`config.mk`:
```
export PLATFORM = sky130hd
export DESIGN_NAME = cfg_xact_ctrl
export DESIGN_NICKNAME = d
export VERILOG_FILES = /design/src/rtl/cfgx_pkg.sv /design/src/rtl/cfgx_timer.sv /design/src/rtl/cfgx_seq.sv /design/src/rtl/cfgx_regs.sv /design/src/rtl/cfg_xact_ctrl.sv
export SDC_FILE = /design/constraint.sdc
export NUM_CORES = 1
export LEC_CHECK = 0
export BUFFER_PORTS_ARGS = -buffer_cell sky130_fd_sc_hd__buf_4
export CORE_MARGIN = 3
export CORE_UTILIZATION = 53
export CTS_CLUSTER_DIAMETER = 100
export CTS_CLUSTER_SIZE = 30
export DETAILED_ROUTE_END_ITERATION = 7
export PLACE_DENSITY = 0.94
export SYNTH_ARGS = -nofsm -noshare
export SYNTH_HDL_FRONTEND = slang
export SYNTH_SLANG_ARGS = --single-unit
```
`constraint.sdc`:
```
create_clock -name clk -period 4.3 [get_ports clk]
set_input_delay 0.43 -clock clk [delete_from_list [all_inputs] [get_ports clk]]
set_output_delay 0.43 -clock clk [all_outputs]
set_load 0.01 [all_outputs]
```
`src/rtl/cfgx_pkg.sv`:
```
package cfgx_pkg;

  localparam logic [11:0] OFS_DATA = 12'h0A0;
  localparam logic [11:0] OFS_CTRL = 12'h0A4;
  localparam logic [11:0] OFS_STAT = 12'h0A8;

  // Field positions matter: remote functions decode them.
  typedef struct packed {
    logic        start;
    logic        wr;
    logic [3:0]  ctlr;
    logic [5:0]  func;
    logic [1:0]  unused_gap;
    logic [1:0]  site;
    logic [3:0]  pos;
    logic [11:0] dev;
  } ctrl_word_t;

  typedef enum logic [1:0] {
    SQ_IDLE = 2'd0,
    SQ_REQ  = 2'd1,
    SQ_WAIT = 2'd2
  } seq_state_t;

  // Stored copy of a written command: start and gap bits dropped.
  function automatic ctrl_word_t ctrl_store(logic [31:0] w);
    ctrl_word_t c;
    c = ctrl_word_t'(w);
    c.start = 1'b0;
    c.unused_gap = 2'b00;
    return c;
  endfunction

  // Readback of the control word with the live busy flag in bit 31.
  function automatic logic [31:0] ctrl_view(ctrl_word_t c, logic busy);
    ctrl_word_t v;
    v = c;
    v.start = busy;
    v.unused_gap = 2'b00;
    return 32'(v);
  endfunction

  // Status update: a zero write clears, then completion events set bits.
  function automatic logic [1:0] stat_next(logic [1:0] cur, logic clr,
                                           logic ok, logic err);
    logic [1:0] n;
    n = clr ? 2'b00 : cur;
    n[0] = n[0] | ok;
    n[1] = n[1] | err;
    return n;
  endfunction

endpackage

```
`src/rtl/cfgx_timer.sv`:
```
module cfgx_timer #(
  parameter int TMO_W = 16
) (
  input  logic             clk,
  input  logic             rst_n,
  input  logic             launch,
  input  logic             active,
  input  logic [TMO_W-1:0] limit,
  output logic             expire
);

  localparam logic [TMO_W-1:0] ONE = TMO_W'(1);

  logic [TMO_W-1:0] cnt_q;

  function automatic logic limit_reached(logic [TMO_W-1:0] cnt,
                                         logic [TMO_W-1:0] lim);
    return (lim != '0) && (cnt == lim - ONE);
  endfunction

  always_ff @(posedge clk or negedge rst_n) begin
    if (!rst_n)      cnt_q <= '0;
    else if (launch) cnt_q <= '0;
    else if (active) cnt_q <= cnt_q + ONE;
  end

  assign expire = active & limit_reached(cnt_q, limit);


  tmo_bound_chk: assert property (@(posedge clk) disable iff (!rst_n)
    (active && limit != '0 && $stable(limit)) |-> (cnt_q < limit));

endmodule

```
`src/rtl/cfgx_seq.sv`:
```
module cfgx_seq
  import cfgx_pkg::*;
(
  input  logic clk,
  input  logic rst_n,
  input  logic launch,
  input  logic expire,
  input  logic req_ready,
  input  logic rsp_valid,
  input  logic rsp_err,
  output logic req_valid,
  output logic done_ok,
  output logic done_err
);

  seq_state_t state_q, state_d;
  logic       take;

  assign take      = (state_q == SQ_WAIT) & rsp_valid;
  assign done_ok   = take & ~rsp_err;
  assign done_err  = (take & rsp_err) | (expire & ~take);
  assign req_valid = (state_q == SQ_REQ);

  always_comb begin
    state_d = state_q;
    unique case (state_q)
      SQ_IDLE: if (launch) state_d = SQ_REQ;
      SQ_REQ: begin
        if (expire)         state_d = SQ_IDLE;
        else if (req_ready) state_d = SQ_WAIT;
      end
      SQ_WAIT: if (done_ok || done_err) state_d = SQ_IDLE;
      default: state_d = SQ_IDLE;
    endcase
  end

  always_ff @(posedge clk or negedge rst_n) begin
    if (!rst_n) state_q <= SQ_IDLE;
    else        state_q <= state_d;
  end


  launch_idle_chk: assert property (@(posedge clk) disable iff (!rst_n)
    launch |-> (state_q == SQ_IDLE));


  req_hold_chk: assert property (@(posedge clk) disable iff (!rst_n)
    (req_valid && !req_ready && !expire) |=> req_valid);


  one_outcome_chk: assert property (@(posedge clk) disable iff (!rst_n)
    !(done_ok && done_err));

endmodule

```
`src/rtl/cfgx_regs.sv`:
```
module cfgx_regs
  import cfgx_pkg::*;
(
  input  logic        clk,
  input  logic        rst_n,
  input  logic        bus_sel,
  input  logic        bus_wr,
  input  logic [11:0] bus_addr,
  input  logic [31:0] bus_wdata,
  output logic [31:0] bus_rdata,
  input  logic        done_ok,
  input  logic        done_err,
  input  logic [31:0] rsp_data,
  output logic        launch,
  output logic        busy,
  output ctrl_word_t  cmd,
  output logic [31:0] data_word
);

  ctrl_word_t  cmd_q;
  logic        start_q;
  logic [31:0] data_q;
  logic [1:0]  stat_q;

  logic wr_data_evt, wr_ctrl_evt, wr_stat_evt, clr_evt, load_evt;

  assign wr_data_evt = bus_sel & bus_wr & (bus_addr == OFS_DATA) & ~start_q;
  assign wr_ctrl_evt = bus_sel & bus_wr & (bus_addr == OFS_CTRL) & ~start_q;
  assign wr_stat_evt = bus_sel & bus_wr & (bus_addr == OFS_STAT);
  assign clr_evt     = wr_stat_evt & (bus_wdata == 32'h0);
  assign launch      = wr_ctrl_evt & bus_wdata[31];
  assign load_evt    = done_ok & ~cmd_q.wr;

  always_ff @(posedge clk or negedge rst_n) begin
    if (!rst_n) begin
      cmd_q   <= '0;
      start_q <= 1'b0;
      data_q  <= '0;
      stat_q  <= '0;
    end else begin
      if (wr_ctrl_evt) cmd_q <= ctrl_store(bus_wdata);
      if (launch)                   start_q <= 1'b1;
      else if (done_ok || done_err) start_q <= 1'b0;
      if (wr_data_evt)   data_q <= bus_wdata;
      else if (load_evt) data_q <= rsp_data;
      stat_q <= stat_next(stat_q, clr_evt, done_ok, done_err);
    end
  end

  always_comb begin
    bus_rdata = '0;
    if (bus_sel && !bus_wr) begin
      unique case (bus_addr)
        OFS_DATA: bus_rdata = data_q;
        OFS_CTRL: bus_rdata = ctrl_view(cmd_q, start_q);
        OFS_STAT: bus_rdata = {30'h0, stat_q};
        default:  bus_rdata = '0;
      endcase
    end
  end

  assign busy      = start_q;
  assign cmd       = cmd_q;
  assign data_word = data_q;


  busy_ctrl_hold_chk: assert property (@(posedge clk) disable iff (!rst_n)
    (start_q && bus_sel && bus_wr && bus_addr == OFS_CTRL) |=> $stable(cmd_q));


  busy_data_hold_chk: assert property (@(posedge clk) disable iff (!rst_n)
    (start_q && !done_ok) |=> $stable(data_q));


  err_keeps_data_chk: assert property (@(posedge clk) disable iff (!rst_n)
    done_err |=> $stable(data_q));


  done_clears_start_chk: assert property (@(posedge clk) disable iff (!rst_n)
    (done_ok || done_err) |=> (!start_q && stat_q != 2'b00));


  nonzero_stat_write_chk: assert property (@(posedge clk) disable iff (!rst_n)
    (wr_stat_evt && !clr_evt && !done_ok && !done_err) |=> $stable(stat_q));

endmodule

```
`src/rtl/cfg_xact_ctrl.sv`:
```
module cfg_xact_ctrl
  import cfgx_pkg::*;
#(
  parameter int TMO_W = 16
) (
  input  logic             clk,
  input  logic             rst_n,
  input  logic             bus_sel,
  input  logic             bus_wr,
  input  logic [11:0]      bus_addr,
  input  logic [31:0]      bus_wdata,
  output logic [31:0]      bus_rdata,
  input  logic [TMO_W-1:0] tmo_limit,
  output logic             req_valid,
  input  logic             req_ready,
  output logic             req_write,
  output logic [3:0]       req_ctlr,
  output logic [5:0]       req_func,
  output logic [1:0]       req_site,
  output logic [3:0]       req_pos,
  output logic [11:0]      req_dev,
  output logic [31:0]      req_data,
  input  logic             rsp_valid,
  input  logic [31:0]      rsp_data,
  input  logic             rsp_err
);

  logic       launch_evt, busy_w, expire_evt, done_ok_evt, done_err_evt;
  ctrl_word_t cmd_w;
  logic [31:0] data_w;

  cfgx_regs u_regs (
    .clk       (clk),
    .rst_n     (rst_n),
    .bus_sel   (bus_sel),
    .bus_wr    (bus_wr),
    .bus_addr  (bus_addr),
    .bus_wdata (bus_wdata),
    .bus_rdata (bus_rdata),
    .done_ok   (done_ok_evt),
    .done_err  (done_err_evt),
    .rsp_data  (rsp_data),
    .launch    (launch_evt),
    .busy      (busy_w),
    .cmd       (cmd_w),
    .data_word (data_w)
  );

  cfgx_seq u_seq (
    .clk       (clk),
    .rst_n     (rst_n),
    .launch    (launch_evt),
    .expire    (expire_evt),
    .req_ready (req_ready),
    .rsp_valid (rsp_valid),
    .rsp_err   (rsp_err),
    .req_valid (req_valid),
    .done_ok   (done_ok_evt),
    .done_err  (done_err_evt)
  );

  cfgx_timer #(.TMO_W(TMO_W)) u_timer (
    .clk    (clk),
    .rst_n  (rst_n),
    .launch (launch_evt),
    .active (busy_w),
    .limit  (tmo_limit),
    .expire (expire_evt)
  );

  assign req_write = cmd_w.wr;
  assign req_ctlr  = cmd_w.ctlr;
  assign req_func  = cmd_w.func;
  assign req_site  = cmd_w.site;
  assign req_pos   = cmd_w.pos;
  assign req_dev   = cmd_w.dev;
  assign req_data  = data_w;


  req_payload_stable_chk: assert property (@(posedge clk) disable iff (!rst_n)
    (req_valid && !req_ready && !expire_evt) |=>
      ($stable(req_data) && $stable(req_dev) && $stable(req_func) &&
       $stable(req_write) && $stable(req_site) && $stable(req_pos) &&
       $stable(req_ctlr)));


  valid_needs_busy_chk: assert property (@(posedge clk) disable iff (!rst_n)
    req_valid |-> busy_w);

endmodule

```
==> results.json <==
{
  "status": "completed",
  "start_util_pct": 56.0,
  "endpoint_kind": "output pin",
  "grt_max_degree": 83,
  "io_pins": 193,
  "cts_buffers": 9,
  "yosysMostFrequentCell": "nor2_1",
  "finalCriticalPeriod_ps": 3260,
  "cp_max_fo": 30,
  "fin_crit_sh_pct": 75.9,
  "finalMaxSlewViolations": 0,
  "core_area_um2": 8460,
  "hold_path.class": "primary input to asynchronous set/reset pin",
  "post_cts_buffers": 0,
  "power.density_nw_per_um2": 232,
  "netlist_area_um2": 4740,
  "vias_per_cell": 5.91,
  "synth_fp_nets": 595,
  "critPathKind": "primary input to output pin",
  "die_h_um": 101,
  "p_leak_nw": 3.11,
  "place_ws_ps": 1120,
  "cp-start-kind": "primary input",
  "ir_drop_uv": 262,
  "clock-sinks": 82,
  "power_w": 0.00149,
  "n_antenna_cell": 0,
  "cts_max_path_buffers": 2,
  "cts_hold_buf": 0,
  "layout.nets": 777,
  "drc": 0,
  "clock_latency_ps": 350,
  "area.growth.synth_to_final_pct": 35.8,
  "nFillCells": 484,
  "yosysSeqAreaShare_pct": 43.3,
  "root_buffer": "clkbuf_8",
  "synth_top_area_share_pct": 43.3,
  "ant_nets": 0,
  "rsz0062_at_grt": "false",
  "finalWirelength_um": 15300,
  "ctsResizeCount": 0,
  "ys_ff_latch": 82,
  "synth_flop_cell": "dfrtp_1",
  "placementRows": 33,
  "yosysWarnings": 0,
  "grt_pass1_wl_um": 23900,
  "setup_viol": 0,
  "netlist_top_cells_area": "dfrtp_1 (43%), mux2i_1 (13%), mux2_2 (7.1%)",
  "synthCells": 494,
  "synth_edf_count": 0,
  "async_reset_ff_share_pct": 100,
  "cp.arrival_ps": 2830,
  "drive_gt1_share_pct": 35.8,
  "max_freq_ghz": 0.306,
  "dieArea_um2": 10100,
  "cts_tree": "yes",
  "crit_required_ps": 3870,
  "vias": 4630,
  "clk_pin_slew_ps": 80,
  "maxCapViolations": 0,
  "tns_ps": 0,
  "relSlewSlack_pct": 23.6,
  "port_buffers": 192,
  "drtPass1Iterations": 7,
  "hold_viol": 0,
  "synthDistinctLibCells": 45,
  "grtUsageTotal_pct": 30.0,
  "synth_top_cell_by_area": "dfrtp_1",
  "place_hpwl_um": 11100,
  "rrSetupSlack_ps": 1890,
  "antenna_found_initial": 0,
  "worst_pin_slew_ps": 1150,
  "skew_ps": 20.9,
  "gp_congestion": 0.880,
  "yosys-top-cells-count": "nor2_1 (90), dfrtp_1 (82), mux2i_1 (62)",
  "dr.first_iter.drc_count": 258,
  "post-route-util_pct": 76.0,
  "overflow": 0,
  "worst_slack_ps": 1040,
  "detail_route.wl_per_cell_um": 19.5,
  "dieWidth_um": 101,
  "grt_pass1_vias": 4765,
  "h-tree-depth": 3,
  "synth.avg_cell_area_um2": 9.59
}
## registers in the layout, summed over array words and instances, names as in the netlist
name / count
u_regs.busy: 1
u_regs.cmd: 29
u_regs.data_word: 32
u_regs.stat_q: 2
u_seq.state_q: 2
u_timer.cnt_q: 16
## power by group
| group | internal, W | switching (W) |
|---|---|---|
| registers | 0.000774 | 0.00000456 |
| logic | 0.0000875 | 0.0000819 |
| clock network | 0.000274 | 0.000269 |
## path summary, 6_finish.rpt
path                                                  from                            to  depth (start not counted)
max in group asynchronous                            rst_n  u_timer.cnt_q[1]$_DFFE_PN0P_                          1
min in group clk                                   rsp_err    u_regs.stat_q[0]$_DFF_PN0_                          2
worst max register to register     u_regs.busy$_DFFE_PN0P_  u_timer.cnt_q[1]$_DFFE_PN0P_                          5
worst min register to register  u_regs.stat_q[0]$_DFF_PN0_    u_regs.stat_q[0]$_DFF_PN0_                          2
worst min-delay path                                 rst_n    u_regs.cmd[12]$_DFFE_PN0P_                          1
worst max-delay path                           bus_addr[1]                 bus_rdata[19]                          7
## cell families after synthesis
| group | share of synthesized area [%] |
|---|---|
| xor gates and xnor gates | 5.17 |
| muxes | 20.2 |
| buffers and inverters | 2.46 |
| and+or+nand+nor | 20.4 |
| adders and majority gates | 0.528 |
| AOI/OAI and AO/OA | 7.97 |
| DFF | 43.3 |
## layout by cell type, fill, tap and decap left out, types with 2 or more instances in the layout
cell and instances:
mux2_2 30, and3_1 6, nor4_1 10, nand3_1 13
o31ai_1 2, nor2b_1 4, xnor2_1 13, xor2_1 15
inv_1 6, nor3b_1 5, nor2_1 90, nand2_1 17
nand3b_1 3, buf_4 196, dfrtp_1 82, mux2i_1 62
a21oi_1 40, ha_1 2, clkbuf_8 10, o21ai_0 11
a31oi_1 5, nor4b_1 2, or4b_1 2, or3_1 5
nand2b_1 5, nor3_1 8, nand4_1 11
## metal layers
metal	vias up	wire length [um]	track usage (%)
met5	-	0	0
li1	2129	-	-
met3	38	1320	6.92
met4	0	511	12.3
met1	2244	5700	35.9
met2	219	7740	51.8
## through the flow
step / hold WS [ps] / instances / cell area (um2)
2_1_floorplan: 134 / 494 / 4740
3_3_place_gp: 464 / 770 / 6250
3_5_place_dp: 509 / 770 / 6250
4_1_cts: 285 / 783 / 6430
5_1_grt: 331 / 783 / 6430
6_report: 263 / 783 / 6430
## critical path, stage by stage
cell     delay, ps
buf_4          110
or4b_1         590
nor2_1         150
nand2_1        120
or3_1          800
nor3b_1        440
buf_4          180
## layout make-up
class                           instances  area, um2  share of cell area, %
Timing Repair Buffer                  196       1470                   22.9
Clock inverter                          3       42.5                  0.661
Tap cell                              105        131                   2.04
Clock buffer                           10        138                   2.14
Multi-Input combinational cell        381       2580                   40.1
Sequential cell                        82       2050                   31.9
Inverter                                6       22.5                  0.350
No activity file was read; power rests on OpenSTA's default activity.
